$ cat src/rtl/bsw_pkg.sv
package bsw_pkg;

  typedef enum logic [1:0] {
    TGT_NONE = 2'd0,
    TGT_CMD  = 2'd1,
    TGT_DATA = 2'd2,
    TGT_MIRR = 2'd3
  } bsw_tgt_e;

  localparam logic [15:0] DEC_MASK  = 16'hF001;
  localparam logic [15:0] ADDR_CMD  = 16'h8000;
  localparam logic [15:0] ADDR_DATA = 16'h8001;
  localparam logic [15:0] ADDR_MIRR = 16'hA000;

  localparam int IDX_W      = 4;
  localparam int IDX_REMAP  = 15;

  // Source register for a low character window in split (1 KB) layout
  function automatic int split_src(input int win);
    case (win)
      0:       split_src = 0;
      1:       split_src = 8;
      2:       split_src = 1;
      default: split_src = 9;
    endcase
  endfunction

endpackage

$ cat src/rtl/bsw_decode.sv
module bsw_decode
  import bsw_pkg::*;
(
  input  logic        wr_en,
  input  logic [15:0] addr,
  output bsw_tgt_e    tgt
);

  logic [15:0] masked;
  assign masked = addr & DEC_MASK;

  always_comb begin
    tgt = TGT_NONE;
    if (wr_en) begin
      if (masked == ADDR_CMD)       tgt = TGT_CMD;
      else if (masked == ADDR_DATA) tgt = TGT_DATA;
      else if (masked == ADDR_MIRR) tgt = TGT_MIRR;
    end
  end

endmodule

$ cat src/rtl/bsw_regfile.sv
module bsw_regfile
  import bsw_pkg::*;
#(
  parameter int DW   = 8,
  parameter int NREG = 11
) (
  input  logic               clk,
  input  logic               rst,
  input  logic               data_we,
  input  logic [IDX_W-1:0]   idx,
  input  logic [DW-1:0]      wdata,
  output logic [NREG*DW-1:0] regs_flat
);

  localparam int DIRECT_CNT = NREG - 1;
  localparam int HI_SLOT    = NREG - 1;

  logic [DW-1:0] bank_q [NREG];

  genvar g;
  generate
    for (g = 0; g < NREG; g++) begin : g_reg
      logic hit;
      if (g < DIRECT_CNT) begin : g_direct
        assign hit = data_we && (int'(idx) == g);
      end else begin : g_remap
        assign hit = data_we && (int'(idx) == IDX_REMAP);
      end

      always_ff @(posedge clk) begin
        if (rst)      bank_q[g] <= '1;
        else if (hit) bank_q[g] <= wdata;
      end

      assign regs_flat[g*DW +: DW] = bank_q[g];
    end
  endgenerate

  // Reserved indices must leave the whole file untouched
  AST_RESERVED_IDX_HOLDS: assert property (@(posedge clk) disable iff (rst)
    (data_we && int'(idx) >= DIRECT_CNT && int'(idx) != IDX_REMAP) |=> $stable(regs_flat));

  AST_REMAP_LANDS: assert property (@(posedge clk) disable iff (rst)
    (data_we && int'(idx) == IDX_REMAP) |=> regs_flat[HI_SLOT*DW +: DW] == $past(wdata));

endmodule

$ cat src/rtl/bsw_window_map.sv
module bsw_window_map
  import bsw_pkg::*;
#(
  parameter int DW   = 8,
  parameter int NREG = 11,
  parameter int NCHR = 8,
  parameter int NPRG = 4
) (
  input  logic [NREG*DW-1:0] regs_flat,
  input  logic               split_lo,
  output logic [NCHR*DW-1:0] chr_flat,
  output logic [NPRG*DW-1:0] prg_flat
);

  localparam int LO_WINS  = NCHR / 2;
  localparam int HI_BASE  = 2;
  localparam int PRG_BASE = HI_BASE + LO_WINS;

  function automatic int prg_src(input int win);
    prg_src = (win == 2) ? NREG - 1 : PRG_BASE + win;
  endfunction

  genvar i;
  generate
    for (i = 0; i < NCHR; i++) begin : g_chr
      if (i < LO_WINS) begin : g_lo
        logic [DW-1:0] pair_v;
        assign pair_v = regs_flat[(i/2)*DW +: DW];
        assign chr_flat[i*DW +: DW] = split_lo
          ? regs_flat[split_src(i)*DW +: DW]
          : {pair_v[DW-1:1], 1'(i % 2)};
      end else begin : g_hi
        assign chr_flat[i*DW +: DW] = regs_flat[(HI_BASE + i - LO_WINS)*DW +: DW];
      end
    end

    for (i = 0; i < NPRG; i++) begin : g_prg
      if (i == NPRG - 1) begin : g_fixed
        assign prg_flat[i*DW +: DW] = '1;
      end else begin : g_sel
        assign prg_flat[i*DW +: DW] = regs_flat[prg_src(i)*DW +: DW];
      end
    end
  endgenerate

endmodule

$ cat src/rtl/bsw_bank_core.sv
module bsw_bank_core
  import bsw_pkg::*;
#(
  parameter int DW   = 8,
  parameter int NREG = 11,
  parameter int NCHR = 8,
  parameter int NPRG = 4
) (
  input  logic               clk,
  input  logic               rst,
  input  logic               wr_en,
  input  logic [15:0]        addr,
  input  logic [7:0]         wdata,
  output logic [NCHR*DW-1:0] chr_bank,
  output logic [NPRG*DW-1:0] prg_bank,
  output logic               mirror_sel
);

  localparam int SPLIT_BIT = 5;

  bsw_tgt_e          tgt;
  logic [IDX_W-1:0]  cmd_idx_q;
  logic              split_q;
  logic              mirr_q;
  logic [NREG*DW-1:0] regs_flat;

  bsw_decode u_dec (
    .wr_en (wr_en),
    .addr  (addr),
    .tgt   (tgt)
  );

  // Only the index nibble and the layout bit of the command byte matter
  always_ff @(posedge clk) begin
    if (rst) begin
      cmd_idx_q <= '0;
      split_q   <= 1'b0;
      mirr_q    <= 1'b0;
    end else begin
      if (tgt == TGT_CMD) begin
        cmd_idx_q <= wdata[IDX_W-1:0];
        split_q   <= wdata[SPLIT_BIT];
      end
      if (tgt == TGT_MIRR) mirr_q <= wdata[0];
    end
  end

  bsw_regfile #(.DW(DW), .NREG(NREG)) u_rf (
    .clk       (clk),
    .rst       (rst),
    .data_we   (tgt == TGT_DATA),
    .idx       (cmd_idx_q),
    .wdata     (wdata),
    .regs_flat (regs_flat)
  );

  bsw_window_map #(.DW(DW), .NREG(NREG), .NCHR(NCHR), .NPRG(NPRG)) u_map (
    .regs_flat (regs_flat),
    .split_lo  (split_q),
    .chr_flat  (chr_bank),
    .prg_flat  (prg_bank)
  );

  assign mirror_sel = ~mirr_q;

  AST_CMD_CAPTURE: assert property (@(posedge clk) disable iff (rst)
    ((addr & DEC_MASK) == ADDR_CMD && wr_en) |=>
      (cmd_idx_q == $past(wdata[IDX_W-1:0]) && split_q == $past(wdata[SPLIT_BIT])));

  AST_MIRROR_INVERTS: assert property (@(posedge clk) disable iff (rst)
    ((addr & DEC_MASK) == ADDR_MIRR && wr_en) |=> mirror_sel == !$past(wdata[0]));

  AST_IDLE_HOLDS: assert property (@(posedge clk) disable iff (rst)
    !wr_en |=> ($stable(chr_bank) && $stable(prg_bank) && $stable(mirror_sel)));

  AST_TOP_PRG_ONES: assert property (@(posedge clk) disable iff (rst)
    (wr_en && tgt == TGT_DATA) |=> prg_bank[(NPRG-1)*DW +: DW] == '1);

endmodule

$ cat config.mk
export PLATFORM = sky130hd
export DESIGN_NAME = bsw_bank_core
export DESIGN_NICKNAME = d
export VERILOG_FILES = /design/src/rtl/bsw_pkg.sv /design/src/rtl/bsw_decode.sv /design/src/rtl/bsw_regfile.sv /design/src/rtl/bsw_window_map.sv /design/src/rtl/bsw_bank_core.sv
export SDC_FILE = /design/constraint.sdc
export NUM_CORES = 1
export LEC_CHECK = 0
export ABC_AREA = 1
export BUFFER_PORTS_ARGS = -buffer_cell sky130_fd_sc_hd__buf_2
export CAP_MARGIN = 40
export CORE_UTILIZATION = 45
export DETAILED_ROUTE_END_ITERATION = 10
export PLACE_DENSITY = 0.72
export SYNTH_ARGS = -nofsm -noshare
export SYNTH_HDL_FRONTEND = slang
export SYNTH_SLANG_ARGS = --single-unit
$ cat constraint.sdc
create_clock -name clk -period 2.05 [get_ports clk]
set_input_delay 0.1025 -clock clk [delete_from_list [all_inputs] [get_ports clk]]
set_output_delay 0.1025 -clock clk [all_outputs]
set_load 0.05 [all_outputs]
==> results <==
- The run finished with clean final reports.
- The die span in y is just over 100 um.
- The number of nets in the layout is between 400 and 500.
- Dividing the final minimum period by the clock period gives roughly four fifths.
- VDD sags by at most ~0.00026 V.
- The worst setup path is captured at a primary output.
- For this run, the number of Yosys warnings is 0.
- The data required time of the critical path is 1.95 ns.
- The worst register-to-register path has a setup slack of 0.57 ns.
- Walking the worst path, the cells encountered are inv_1, or2_2, buf_2.
- The antenna diode count is 0.
- The number of distinct library cell variants in the gate-level netlist after synthesis is 18.
- At the pin with the least slew margin, the transition time is 0.6079 ns.
- Before CTS, the worst setup slack after placement is 0.4312 ns.
- The first global-routing pass estimated between 10000 and 15000 um of wire.
- After clock tree synthesis, the clock-pin slew on the worst setup and hold paths is 0.08 ns.
- Derived from the worst setup path, the maximum achievable clock frequency is 621.5 MHz.
- The number of DRC violations after detailed-routing iteration 0 is 201.
- The final setup TNS is 0 ns.
- The die extent in x is 103.1 um.
- The number of global-route vias before repair came to 2748.
- The area enclosed by the die boundary is ~11000 um^2.
- The detailed-route via count is approximately 3000.
- The tree built by TritonCTS fans out to 94 sinks.
- The clock tree from TritonCTS is yes.
- The number of top-level design ports is 124.
- The total power of the final layout is 3.525 mW.
- For this design the static power due to leakage is between 1.5 and 2 nW.
- STA classifies the critical path startpoint as a register.
- Along the worst path, the maximum fanout reaches 17.
- The synthesized design contains 88 enable-type register cells.
- Across the run, the number of max-cap violations was 0.
- The cell with the biggest individual delay on the critical path is sky130_fd_sc_hd__inv_1.
- Setup repair after global routing left no endpoint under its margin.
- The synthesized netlist occupies a cell area of about 4600 um^2.
- The final routed wire length divided by cell count is roughly 16 um.
- Counting flops and latches in the post-synthesis netlist gives between 90 and 100.
- The class of the tightest hold or removal check is in -> reg.
- The final-layout fill cell count is 927.
- The placeable core region is 9819 um^2.
- Dividing the synthesized area by the synthesized cell count gives 10.79 um^2.
- The register area is 2763 um^2.
- The area used by multi-input combinational logic is between 1000 and 1500 um^2.
- The buffer depth of the longest clock path is 2.
- Data on the critical path arrives at its endpoint at 1.51 ns.
- The number of remaining DRC errors is 0.
- The H-tree was split into 3 levels.
- The number of port buffers is 104.
- For this run, the total global-route usage over all layers was measured as 18.51%.
- The synthesized design devotes to its leading area cell type 57.47% of total area.
- The count of nets left with antenna violations once routing finished came out at 0.
- The post-detailed-routing wire length is approximately 9500 um.
- By count the netlist is led by sky130_fd_sc_hd__nand4_1, sky130_fd_sc_hd__edfxtp_1, sky130_fd_sc_hd__nand2_1, sky130_fd_sc_hd__buf_4, sky130_fd_sc_hd__clkbuf_1.
- Setup violations remaining at the end of the flow were counted as 0.
- The total overflow reported by the global router is 0.
- The number of buffers inserted during clock tree synthesis is 9.
- The number of max-slew violations in the final report came to 0.
- Headroom to the max-slew limit came out at 59.43%.
- The initial antenna violation count was 0.
- For the worst-skew pair, the clock arrives at the later sink with an insertion delay of 0.36 ns.
- For this run, the slowest stage of the critical path takes around 0.38 ns.
- The number of hold violations in the final report is 0.
- After clock tree synthesis, the setup repair step added 0 buffers.
- In the final layout, the share of cells above drive strength 1 is 31.17%.
- The cell at the root of the clock tree is sky130_fd_sc_hd__clkbuf_8.
- Once detailed placement completed, the half-perimeter wirelength came to 6131 um.
- The worst clock skew is 0.01359 ns.
- The flip-flop cell with the highest count after synthesis is sky130_fd_sc_hd__edfxtp_1.
- The initial core utilization is 46.83%.
- Using the TritonRoute via totals, the vias-per-cell ratio works out to 5.182.
- The maximum number of pins on one net before global-route repair is 106.
- The worst setup path is of the reg -> out kind.
- After floorplanning, the core was divided into 36 placement rows.
- Once routing completed, OpenROAD measured the worst setup slack at 0.4411 ns.
- Sequential elements use 60.08% of the synthesized area.
- In the synthesized netlist, the number of instances is between 400 and 500.
- By instance count, the leading cell after synthesis is sky130_fd_sc_hd__nand4_1.
- The library cell occupying the most area in the post-synthesis netlist is sky130_fd_sc_hd__edfxtp_1.
- Subtracting the final worst setup slack from the clock period gives roughly 1.6 ns.
- At the end of routability-driven placement, the weighted congestion stood at 0.7697.
- The share of flip-flops with an asynchronous set or reset is 0%.
- Yosys attributes the largest share of cell area to sky130_fd_sc_hd__edfxtp_1, sky130_fd_sc_hd__buf_4, sky130_fd_sc_hd__nand4_1.
- The number of detailed-routing iterations run before antenna repair is 5.
- Dividing total power by cell area gives a power density of between 700 and 800 nW/um^2.
- Compared with the post-synthesis result, the final layout area differs by 8.027%.
==> sequential cells by signal, indices dropped and copies added, names as in the netlist <==
name,cells
cmd_idx_q,4
mirr_q,1
split_q,1
u_rf.bank_q,88
==> area by class of cell <==
type	count	share of cell area (%)
Multi-Input combinational cell	211	21.79
Timing Repair Buffer	123	14.06
Clock buffer	10	2.569
Tap cell	133	3.350
Inverter	18	1.360
Clock inverter	6	1.259
Sequential cell	94	55.62
==> cell families (layout without fill, tap and decap cells) <==
group	count (synthesis)	in the layout	synth area share [%]
simple gates	202	202	22.78
compound gates	1	1	0.1087
flops	94	94	60.08
other cells	1	8	0.08155
buf+inv	128	157	16.95
==> cells in the final DEF, fill, tap and decap left out <==
| cell type | synthesis | layout |
|---|---|---|
| sky130_fd_sc_hd__buf_2 | 2 | 104 |
| sky130_fd_sc_hd__or2_2 | 2 | 2 |
| sky130_fd_sc_hd__clkbuf_8 | 0 | 9 |
| sky130_fd_sc_hd__nor3_1 | 1 | 1 |
| sky130_fd_sc_hd__nor2_1 | 20 | 20 |
| sky130_fd_sc_hd__nand2_1 | 83 | 83 |
| sky130_fd_sc_hd__bufinv_16 | 0 | 1 |
| sky130_fd_sc_hd__nor3_2 | 5 | 5 |
| sky130_fd_sc_hd__o21ai_0 | 1 | 1 |
| sky130_fd_sc_hd__dlygate4sd3_1 | 0 | 4 |
| sky130_fd_sc_hd__nand4_1 | 89 | 89 |
| sky130_fd_sc_hd__clkinv_1 | 2 | 1 |
| sky130_fd_sc_hd__inv_2 | 0 | 1 |
| sky130_fd_sc_hd__dfxtp_1 | 6 | 6 |
| sky130_fd_sc_hd__conb_1 | 1 | 8 |
| sky130_fd_sc_hd__edfxtp_1 | 88 | 88 |
| sky130_fd_sc_hd__clkinv_2 | 0 | 3 |
| sky130_fd_sc_hd__inv_1 | 16 | 16 |
| sky130_fd_sc_hd__clkinv_4 | 0 | 2 |
| sky130_fd_sc_hd__buf_4 | 79 | 13 |
| sky130_fd_sc_hd__nand3b_4 | 1 | 1 |
| sky130_fd_sc_hd__buf_12 | 0 | 2 |
| sky130_fd_sc_hd__clkbuf_1 | 26 | 1 |
| sky130_fd_sc_hd__nor3_4 | 1 | 1 |
==> final timing paths <==
check,startpoint,endpoint,cells after the start
max,split_q,chr_bank[24],3
min,wdata[0],cmd_idx_q[0],3
max reg2reg,cmd_idx_q[2],u_rf.bank_q[0][7],5
min reg2reg,mirr_q,mirr_q,2
==> what timing repair did <==
item | 4_1_cts | 5_1_grt
endpoints found under the setup margin | 0 | 0
hold endpoints to repair | 4 | 0
resized for setup | 0 | 0
hold buffers | 4 | 0
==> metrics by stage <==
stage / hold WS (ns) / util (%) / area [um^2] / instances
6_report: 0.03343 / 50.59 / 4967 / 595
5_1_grt: 0.05321 / 50.59 / 4967 / 595
4_1_cts: 0.01264 / 50.59 / 4967 / 595
3_5_place_dp: 0.3541 / 48.24 / 4737 / 575
3_3_place_gp: 0.3432 / 48.24 / 4737 / 575
2_1_floorplan: 0.2374 / - / 4624 / 433
==> power breakdown <==
group	switching [mW]	leakage (nW)	internal (mW)	total, mW
clock	0.644	0.100	0.563	1.21
sequential	0.00129	0.644	2.09	2.09
combinational	0.191	0.783	0.0384	0.230
total	0.837	1.53	2.69	3.53
==> critical path: cells and delay by family (launching register included) <==
family | cells | cell delay (ns)
and+or+nand+nor | 1 | 0.21
buffers and inverters | 2 | 0.63
DFF | 1 | 0.32
==> per-layer routing <==
metal	wire length, um	GRT usage (%)	vias to the layer above
li1	-	-	1489
met1	4015	24.35	1437
met2	4569	29.08	138
met3	603	3.119	19
met4	316	10.62	0
met5	0	0	-
(Power assumes the default switching activity.)
